$ cat config.mk
export PLATFORM = sky130hd
export DESIGN_NAME = gpio_atomic_port
export DESIGN_NICKNAME = d
export VERILOG_FILES = /design/src/rtl/gpio_port_pkg.sv /design/src/rtl/gpio_alias_reg.sv /design/src/rtl/gpio_in_sync.sv /design/src/rtl/gpio_pin_driver.sv /design/src/rtl/gpio_atomic_port.sv
export SDC_FILE = /design/constraint.sdc
export NUM_CORES = 1
export LEC_CHECK = 0
export BUFFER_PORTS_ARGS = -buffer_cell sky130_fd_sc_hd__buf_2
export CAP_MARGIN = 10
export CORE_AREA = 5 5 299 301
export CTS_BUF_LIST = sky130_fd_sc_hd__clkbuf_4 sky130_fd_sc_hd__clkbuf_8
export DETAILED_ROUTE_END_ITERATION = 8
export DIE_AREA = 0 0 304 306
export PLACE_DENSITY = 0.69
export RECOVER_POWER = 25
export SLEW_MARGIN = 5
export SYNTH_ARGS = -nofsm -noshare
export SYNTH_HDL_FRONTEND = slang
export SYNTH_SLANG_ARGS = --single-unit
$ cat constraint.sdc
create_clock -name clk -period 1.45 [get_ports clk]
set_input_delay 0.0725 -clock clk [delete_from_list [all_inputs] [get_ports clk]]
set_output_delay 0.0725 -clock clk [all_outputs]
set_load 0.03 [all_outputs]
$ cat src/rtl/gpio_port_pkg.sv
package gpio_port_pkg;

    typedef enum logic [1:0] {
        OP_WRITE  = 2'b00,
        OP_SET    = 2'b01,
        OP_CLEAR  = 2'b10,
        OP_TOGGLE = 2'b11
    } alias_op_e;

    typedef enum logic [1:0] {
        PULL_OFF  = 2'b00,
        PULL_UP   = 2'b01,
        PULL_DOWN = 2'b10,
        PULL_KEEP = 2'b11
    } pull_mode_e;

    localparam int IDX_OWN  = 0;
    localparam int IDX_OE   = 1;
    localparam int IDX_OUT  = 2;
    localparam int IDX_PU   = 3;
    localparam int IDX_PD   = 4;
    localparam int IDX_MUX0 = 5;

endpackage

$ cat src/rtl/gpio_alias_reg.sv
module gpio_alias_reg
    import gpio_port_pkg::*;
#(
    parameter int          WIDTH     = 32,
    parameter logic        RESET_BIT = 1'b0
) (
    input  logic             clk,
    input  logic             rst_n,
    input  logic             wr_en,
    input  alias_op_e        op,
    input  logic [WIDTH-1:0] wdata,
    output logic [WIDTH-1:0] q
);

    logic [WIDTH-1:0] next_q;

    always_comb begin
        unique case (op)
            OP_WRITE:  next_q = wdata;
            OP_SET:    next_q = q | wdata;
            OP_CLEAR:  next_q = q & ~wdata;
            OP_TOGGLE: next_q = q ^ wdata;
            default:   next_q = q;
        endcase
    end

    always_ff @(posedge clk or negedge rst_n) begin
        if (!rst_n) begin
            q <= {WIDTH{RESET_BIT}};
        end else if (wr_en) begin
            q <= next_q;
        end
    end

endmodule

$ cat src/rtl/gpio_in_sync.sv
module gpio_in_sync #(
    parameter int WIDTH  = 32,
    parameter int STAGES = 2
) (
    input  logic             clk,
    input  logic             rst_n,
    input  logic [WIDTH-1:0] d,
    output logic [WIDTH-1:0] q
);

    logic [WIDTH-1:0] stage_q [STAGES];

    for (genvar s = 0; s < STAGES; s++) begin : g_stage
        always_ff @(posedge clk or negedge rst_n) begin
            if (!rst_n) begin
                stage_q[s] <= '0;
            end else if (s == 0) begin
                stage_q[s] <= d;
            end else begin
                stage_q[s] <= stage_q[(s == 0) ? 0 : s-1];
            end
        end
    end

    assign q = stage_q[STAGES-1];

endmodule

$ cat src/rtl/gpio_pin_driver.sv
module gpio_pin_driver
    import gpio_port_pkg::*;
#(
    parameter int NUM_FUNCS = 8,
    parameter int SEL_W     = 3
) (
    input  logic                 own,
    input  logic                 gpio_out,
    input  logic                 gpio_oe,
    input  logic [SEL_W-1:0]     func_sel,
    input  logic [NUM_FUNCS-1:0] fn_out,
    input  logic [NUM_FUNCS-1:0] fn_oe,
    input  logic                 pull_up_en,
    input  logic                 pull_dn_en,
    output logic                 pad_out,
    output logic                 pad_oe,
    output logic                 pad_pu,
    output logic                 pad_pd,
    output logic                 pad_keep
);

    pull_mode_e pull_mode;

    always_comb begin
        if (own) begin
            pad_out = gpio_out;
            pad_oe  = gpio_oe;
        end else if (int'(func_sel) < NUM_FUNCS) begin
            pad_out = fn_out[func_sel];
            pad_oe  = fn_oe[func_sel];
        end else begin
            pad_out = 1'b0;
            pad_oe  = 1'b0;
        end
    end

    assign pull_mode = pull_mode_e'({pull_dn_en, pull_up_en});

    always_comb begin
        pad_pu   = 1'b0;
        pad_pd   = 1'b0;
        pad_keep = 1'b0;
        unique case (pull_mode)
            PULL_OFF:  ;
            PULL_UP:   pad_pu   = 1'b1;
            PULL_DOWN: pad_pd   = 1'b1;
            PULL_KEEP: pad_keep = 1'b1;
            default:   ;
        endcase
    end

endmodule

$ cat src/rtl/gpio_atomic_port.sv
module gpio_atomic_port
    import gpio_port_pkg::*;
#(
    parameter int NUM_PINS    = 32,
    parameter int NUM_FUNCS   = 8,
    parameter int ADDR_W      = 6,
    parameter int SYNC_STAGES = 2
) (
    input  logic                          clk,
    input  logic                          rst_n,
    input  logic                          bus_wr,
    input  logic [ADDR_W-1:0]             bus_addr,
    input  logic [NUM_PINS-1:0]           bus_wdata,
    output logic [NUM_PINS-1:0]           bus_rdata,
    input  logic [NUM_PINS-1:0]           pad_in,
    output logic [NUM_PINS-1:0]           pad_out,
    output logic [NUM_PINS-1:0]           pad_oe,
    output logic [NUM_PINS-1:0]           pad_pullup,
    output logic [NUM_PINS-1:0]           pad_pulldown,
    output logic [NUM_PINS-1:0]           pad_keeper,
    input  logic [NUM_FUNCS*NUM_PINS-1:0] periph_out,
    input  logic [NUM_FUNCS*NUM_PINS-1:0] periph_oe
);

    localparam int SEL_W          = $clog2(NUM_FUNCS);
    localparam int NUM_CTRL_REGS  = IDX_MUX0 + SEL_W;
    localparam int LEVEL_IDX      = NUM_CTRL_REGS;
    localparam int IDX_W          = ADDR_W - 2;

    logic [IDX_W-1:0]    reg_idx;
    alias_op_e           reg_op;
    logic [NUM_PINS-1:0] ctrl_q [NUM_CTRL_REGS];
    logic [NUM_PINS-1:0] level_q;
    logic [NUM_PINS-1:0] own_q;
    logic [NUM_PINS-1:0] oe_q;
    logic [NUM_PINS-1:0] out_q;

    assign reg_idx = bus_addr[ADDR_W-1:2];
    assign reg_op  = alias_op_e'(bus_addr[1:0]);

    // Control vectors, each behind four aliases
    for (genvar r = 0; r < NUM_CTRL_REGS; r++) begin : g_ctrl
        gpio_alias_reg #(
            .WIDTH     (NUM_PINS),
            .RESET_BIT ((r == IDX_OWN) ? 1'b1 : 1'b0)
        ) u_reg (
            .clk   (clk),
            .rst_n (rst_n),
            .wr_en (bus_wr && (reg_idx == IDX_W'(r))),
            .op    (reg_op),
            .wdata (bus_wdata),
            .q     (ctrl_q[r])
        );
    end

    assign own_q = ctrl_q[IDX_OWN];
    assign oe_q  = ctrl_q[IDX_OE];
    assign out_q = ctrl_q[IDX_OUT];

    gpio_in_sync #(
        .WIDTH  (NUM_PINS),
        .STAGES (SYNC_STAGES)
    ) u_sync (
        .clk   (clk),
        .rst_n (rst_n),
        .d     (pad_in),
        .q     (level_q)
    );

    // Read path
    always_comb begin
        bus_rdata = '0;
        for (int r = 0; r < NUM_CTRL_REGS; r++) begin
            if (reg_idx == r[IDX_W-1:0]) begin
                bus_rdata = ctrl_q[r];
            end
        end
        if (reg_idx == LEVEL_IDX[IDX_W-1:0]) begin
            bus_rdata = level_q;
        end
    end

    // Per-pin drive and pull decode
    for (genvar p = 0; p < NUM_PINS; p++) begin : g_pin
        logic [SEL_W-1:0]     sel;
        logic [NUM_FUNCS-1:0] fn_out;
        logic [NUM_FUNCS-1:0] fn_oe;

        for (genvar k = 0; k < SEL_W; k++) begin : g_plane
            assign sel[k] = ctrl_q[IDX_MUX0 + k][p];
        end

        for (genvar f = 0; f < NUM_FUNCS; f++) begin : g_fn
            assign fn_out[f] = periph_out[f*NUM_PINS + p];
            assign fn_oe[f]  = periph_oe[f*NUM_PINS + p];
        end

        gpio_pin_driver #(
            .NUM_FUNCS (NUM_FUNCS),
            .SEL_W     (SEL_W)
        ) u_drv (
            .own        (own_q[p]),
            .gpio_out   (out_q[p]),
            .gpio_oe    (oe_q[p]),
            .func_sel   (sel),
            .fn_out     (fn_out),
            .fn_oe      (fn_oe),
            .pull_up_en (ctrl_q[IDX_PU][p]),
            .pull_dn_en (ctrl_q[IDX_PD][p]),
            .pad_out    (pad_out[p]),
            .pad_oe     (pad_oe[p]),
            .pad_pu     (pad_pullup[p]),
            .pad_pd     (pad_pulldown[p]),
            .pad_keep   (pad_keeper[p])
        );
    end

endmodule

==> results.md <==
- Mapped cell area: 33200 sq um
- Fin. max-slew vios: 0
- Final Setup Violations: 531
- Fin crit share: 1.61
- Synth unique cells: 44
- P&R area growth vs syn: 47.1%
- Most used DFF post-synth: dfrtp_1
- Post-Place Worst Slack: -0.586 ns
- Final TNS setup: -116.34 ns
- Buffers added on ports: 776
- Crit-path leading delay family: multiplexers
- FF-to-FF Start: g_ctrl[5].u_reg.q[12]
- Bufs on Longest Clock Path: 3
- IO Count: 777
- Seq/Total Area, Yosys: 0.243
- CTS Sinks: between 300 and 400
- Overall die height: between 300 and 400 um
- GP Congestion: 0.970
- Synth Warn #: 0
- Critical path arrival: 2.26 ns
- CTS root buf: clkbuf_8
- CP bufs+invs: 2
- TritonCTS clock tree: done
- Element type at the critical path start: register
- Crit-path max FO: 4
- DIE WIDTH: slightly above 300 um
- Final ANT Viol Nets: 0
- Fmax: 429 MHz
- Cells on worst reg2reg path: 8
- Worst slew margin: 0.494
- CTS clk-pin slew, worst paths: 0.06 ns
- Hold endpoint: u_sync.stage_q[36]
- Final min period: 2.33 ns
- Layout Cells excl Fill: about 6000
- Setup CP Type: reg2out
- Mean Syn Cell Area: 9.14 sq um
- Initial antenna violation count: 10
- Number of global-route vias before repair: 33500
- Dpl cells: 5652
- Via count: 33200
- Synthesis-stage register bit count: 320
- Synth Instances: between 3000 and 4000
- Clk Latency, worst-skew pair: about 0.66 ns
- Drt drc: 0
- Static Leak: 0.0229 uW
- Drt wl/cell: 21.7 um
- Peak VDD IR: around 0.89 mV
- Final nets: 5899
- Worst-Margin Slew: 0.759 ns
- Status: finished with violations
- Failing checks: setup timing
- Hold Fails Final Rpt: 0
- Crit end category: output pin
- Number of flops mapped to enable cells by yosys: 0
- Remaining Overflow, GRT: 0
- Largest net degree at the start of global routing: a little over 70
- CTS Buf Count: 69
- Critical-path cell list: buf_12, mux4_2, mux2i_2, o21ai_1, buf_4
- Drt pass-1 iters: 6
- Required @ worst endpoint: about 1.4 ns
- H-tree Lvls: 3
- Initial DRC count: 2514
- Layout cell share with drive strength beyond 1: 0.501
- Skew final: 0.0121 ns
- Most common cell after layout, fill and taps aside: buf_2
- Area of the core: around 86000 sq um
- Most frequent cells in the layout: buf_2, buf_4, ha_1
- Total Wirelength: 131 mm
- Hold path cells: 2
- DIE AREA: 93000 sq um
- RSZ-0062 raised after global routing: yes
- Hold Crit Class: in2reg
- Starting Density: 0.384
- Share of synthesized flip-flops with an asynchronous set or reset: 1.00
- MaxCap Viol Count: 0
- Design area: 48800 sq um
- Synthesized Nets: between 4000 and 5000
- Rows: ~110
- Placed inst area: ~41000 sq um
- CP max stage delay: 0.56 ns
- First-pass GRT wire length: roughly 190 mm
- Slowest cell on the critical path: mux4_2
- Pwr/cell area: 1200 nW/um^2
- R2R Setup Slk: -0.20 ns
- Setup WS post-layout: -0.884 ns
- Vias/cell: about 5.5
- HPWL after DPL: 93.5 mm
- Worst reg2reg path endpoint: g_ctrl[5].u_reg.q[12]
- Min-delay src: pad_in[4]
- Global-route total usage across every layer: 0.260
==> synthesized netlist by cell type, types with 34 or more instances <==
master      n  area, sq um
a21o_1     82          616
a21oi_1   470         2350
nor2b_1    67          419
clkbuf_1  144          541
dfrtp_1   288         7210
a211oi_1  365         2740
ha_1      512         6410
nor3_1     34          170
inv_1     288         1080
o21ai_0    99          495
nor2_1    366         1370
buf_2      85          425
mux2_2    134         1510
buf_4     179         1340
mux2i_1    73          731
mux4_2    151         3400
nand2_1   122          458
==> worst max-delay path by stage <==
stage | start | end | slack (ns) | depth (start not counted)
after floorplan | bus_addr[2] | bus_rdata[14] | -0.03 | 6
after global placement | bus_addr[4] | bus_rdata[1] | -0.58 | 9
after detailed placement | bus_addr[4] | bus_rdata[1] | -0.59 | 9
after CTS | g_ctrl[5].u_reg.q[31] | pad_oe[31] | -0.94 | 5
after global routing | g_ctrl[5].u_reg.q[14] | bus_rdata[14] | -0.95 | 6
final | g_ctrl[5].u_reg.q[31] | pad_oe[31] | -0.88 | 5
==> through the flow <==
step	utilization	hold slack [ns]	power (uW)
2_1_floorplan	-	-0.223	30800
3_3_place_gp	0.477	-0.101	38100
3_5_place_dp	0.477	-0.101	38800
4_1_cts	0.543	0.00399	55900
5_1_grt	0.565	0.0402	62000
6_report	0.565	0.0522	58700
==> timing repair <==
action / CTS / global route
endpoints found under the setup margin: 245 / 485
buffers inserted: 135 / 77
pin swaps: 141 / 125
hold buffers: 60 / 0
endpoints found under the hold margin: 385 / 0
gates resized for setup: 878 / 368
==> sequential cells by signal, indices dropped and copies added (netlist names) <==
signal,cells
g_ctrl.u_reg.q,256
u_sync.q,32
u_sync.stage_q,32
==> power breakdown <==
group	internal, uW	switching, uW
sequential	11100	2680
clock	6260	4850
combinational	16900	16900
total	34200	24500
==> layout make-up <==
cell class / count / area (sq um)
inverter: 290 / 1250
timing repair buffer: 1536 / 12200
fill: 7140 / 37600
clock inverter: 17 / 138
clock buffer: 110 / 1380
multi-input combinational: 2585 / 24200
tap: 1155 / 1450
antenna: 3 / 7.51
sequential: 320 / 8140
==> layer usage <==
layer / vias up / routed length, um / global-route usage
met2: 1338 / 63700 / 0.452
met5: - / 68 / 0
met4: 10 / 5670 / 0.0985
met1: 16300 / 52600 / 0.322
met3: 316 / 8700 / 0.0490
li1: 15200 / - / -
==> logic make-up after synthesis <==
group | count (synthesis) | share of synthesized area
AOI/OAI and AO/OA | 1075 | 0.200
adders and majority gates | 512 | 0.193
buffers and inverters | 723 | 0.107
DFF | 320 | 0.243
muxes | 366 | 0.173
and+or+nand+nor | 632 | 0.0849
No activity file was read; power rests on OpenSTA's default activity.
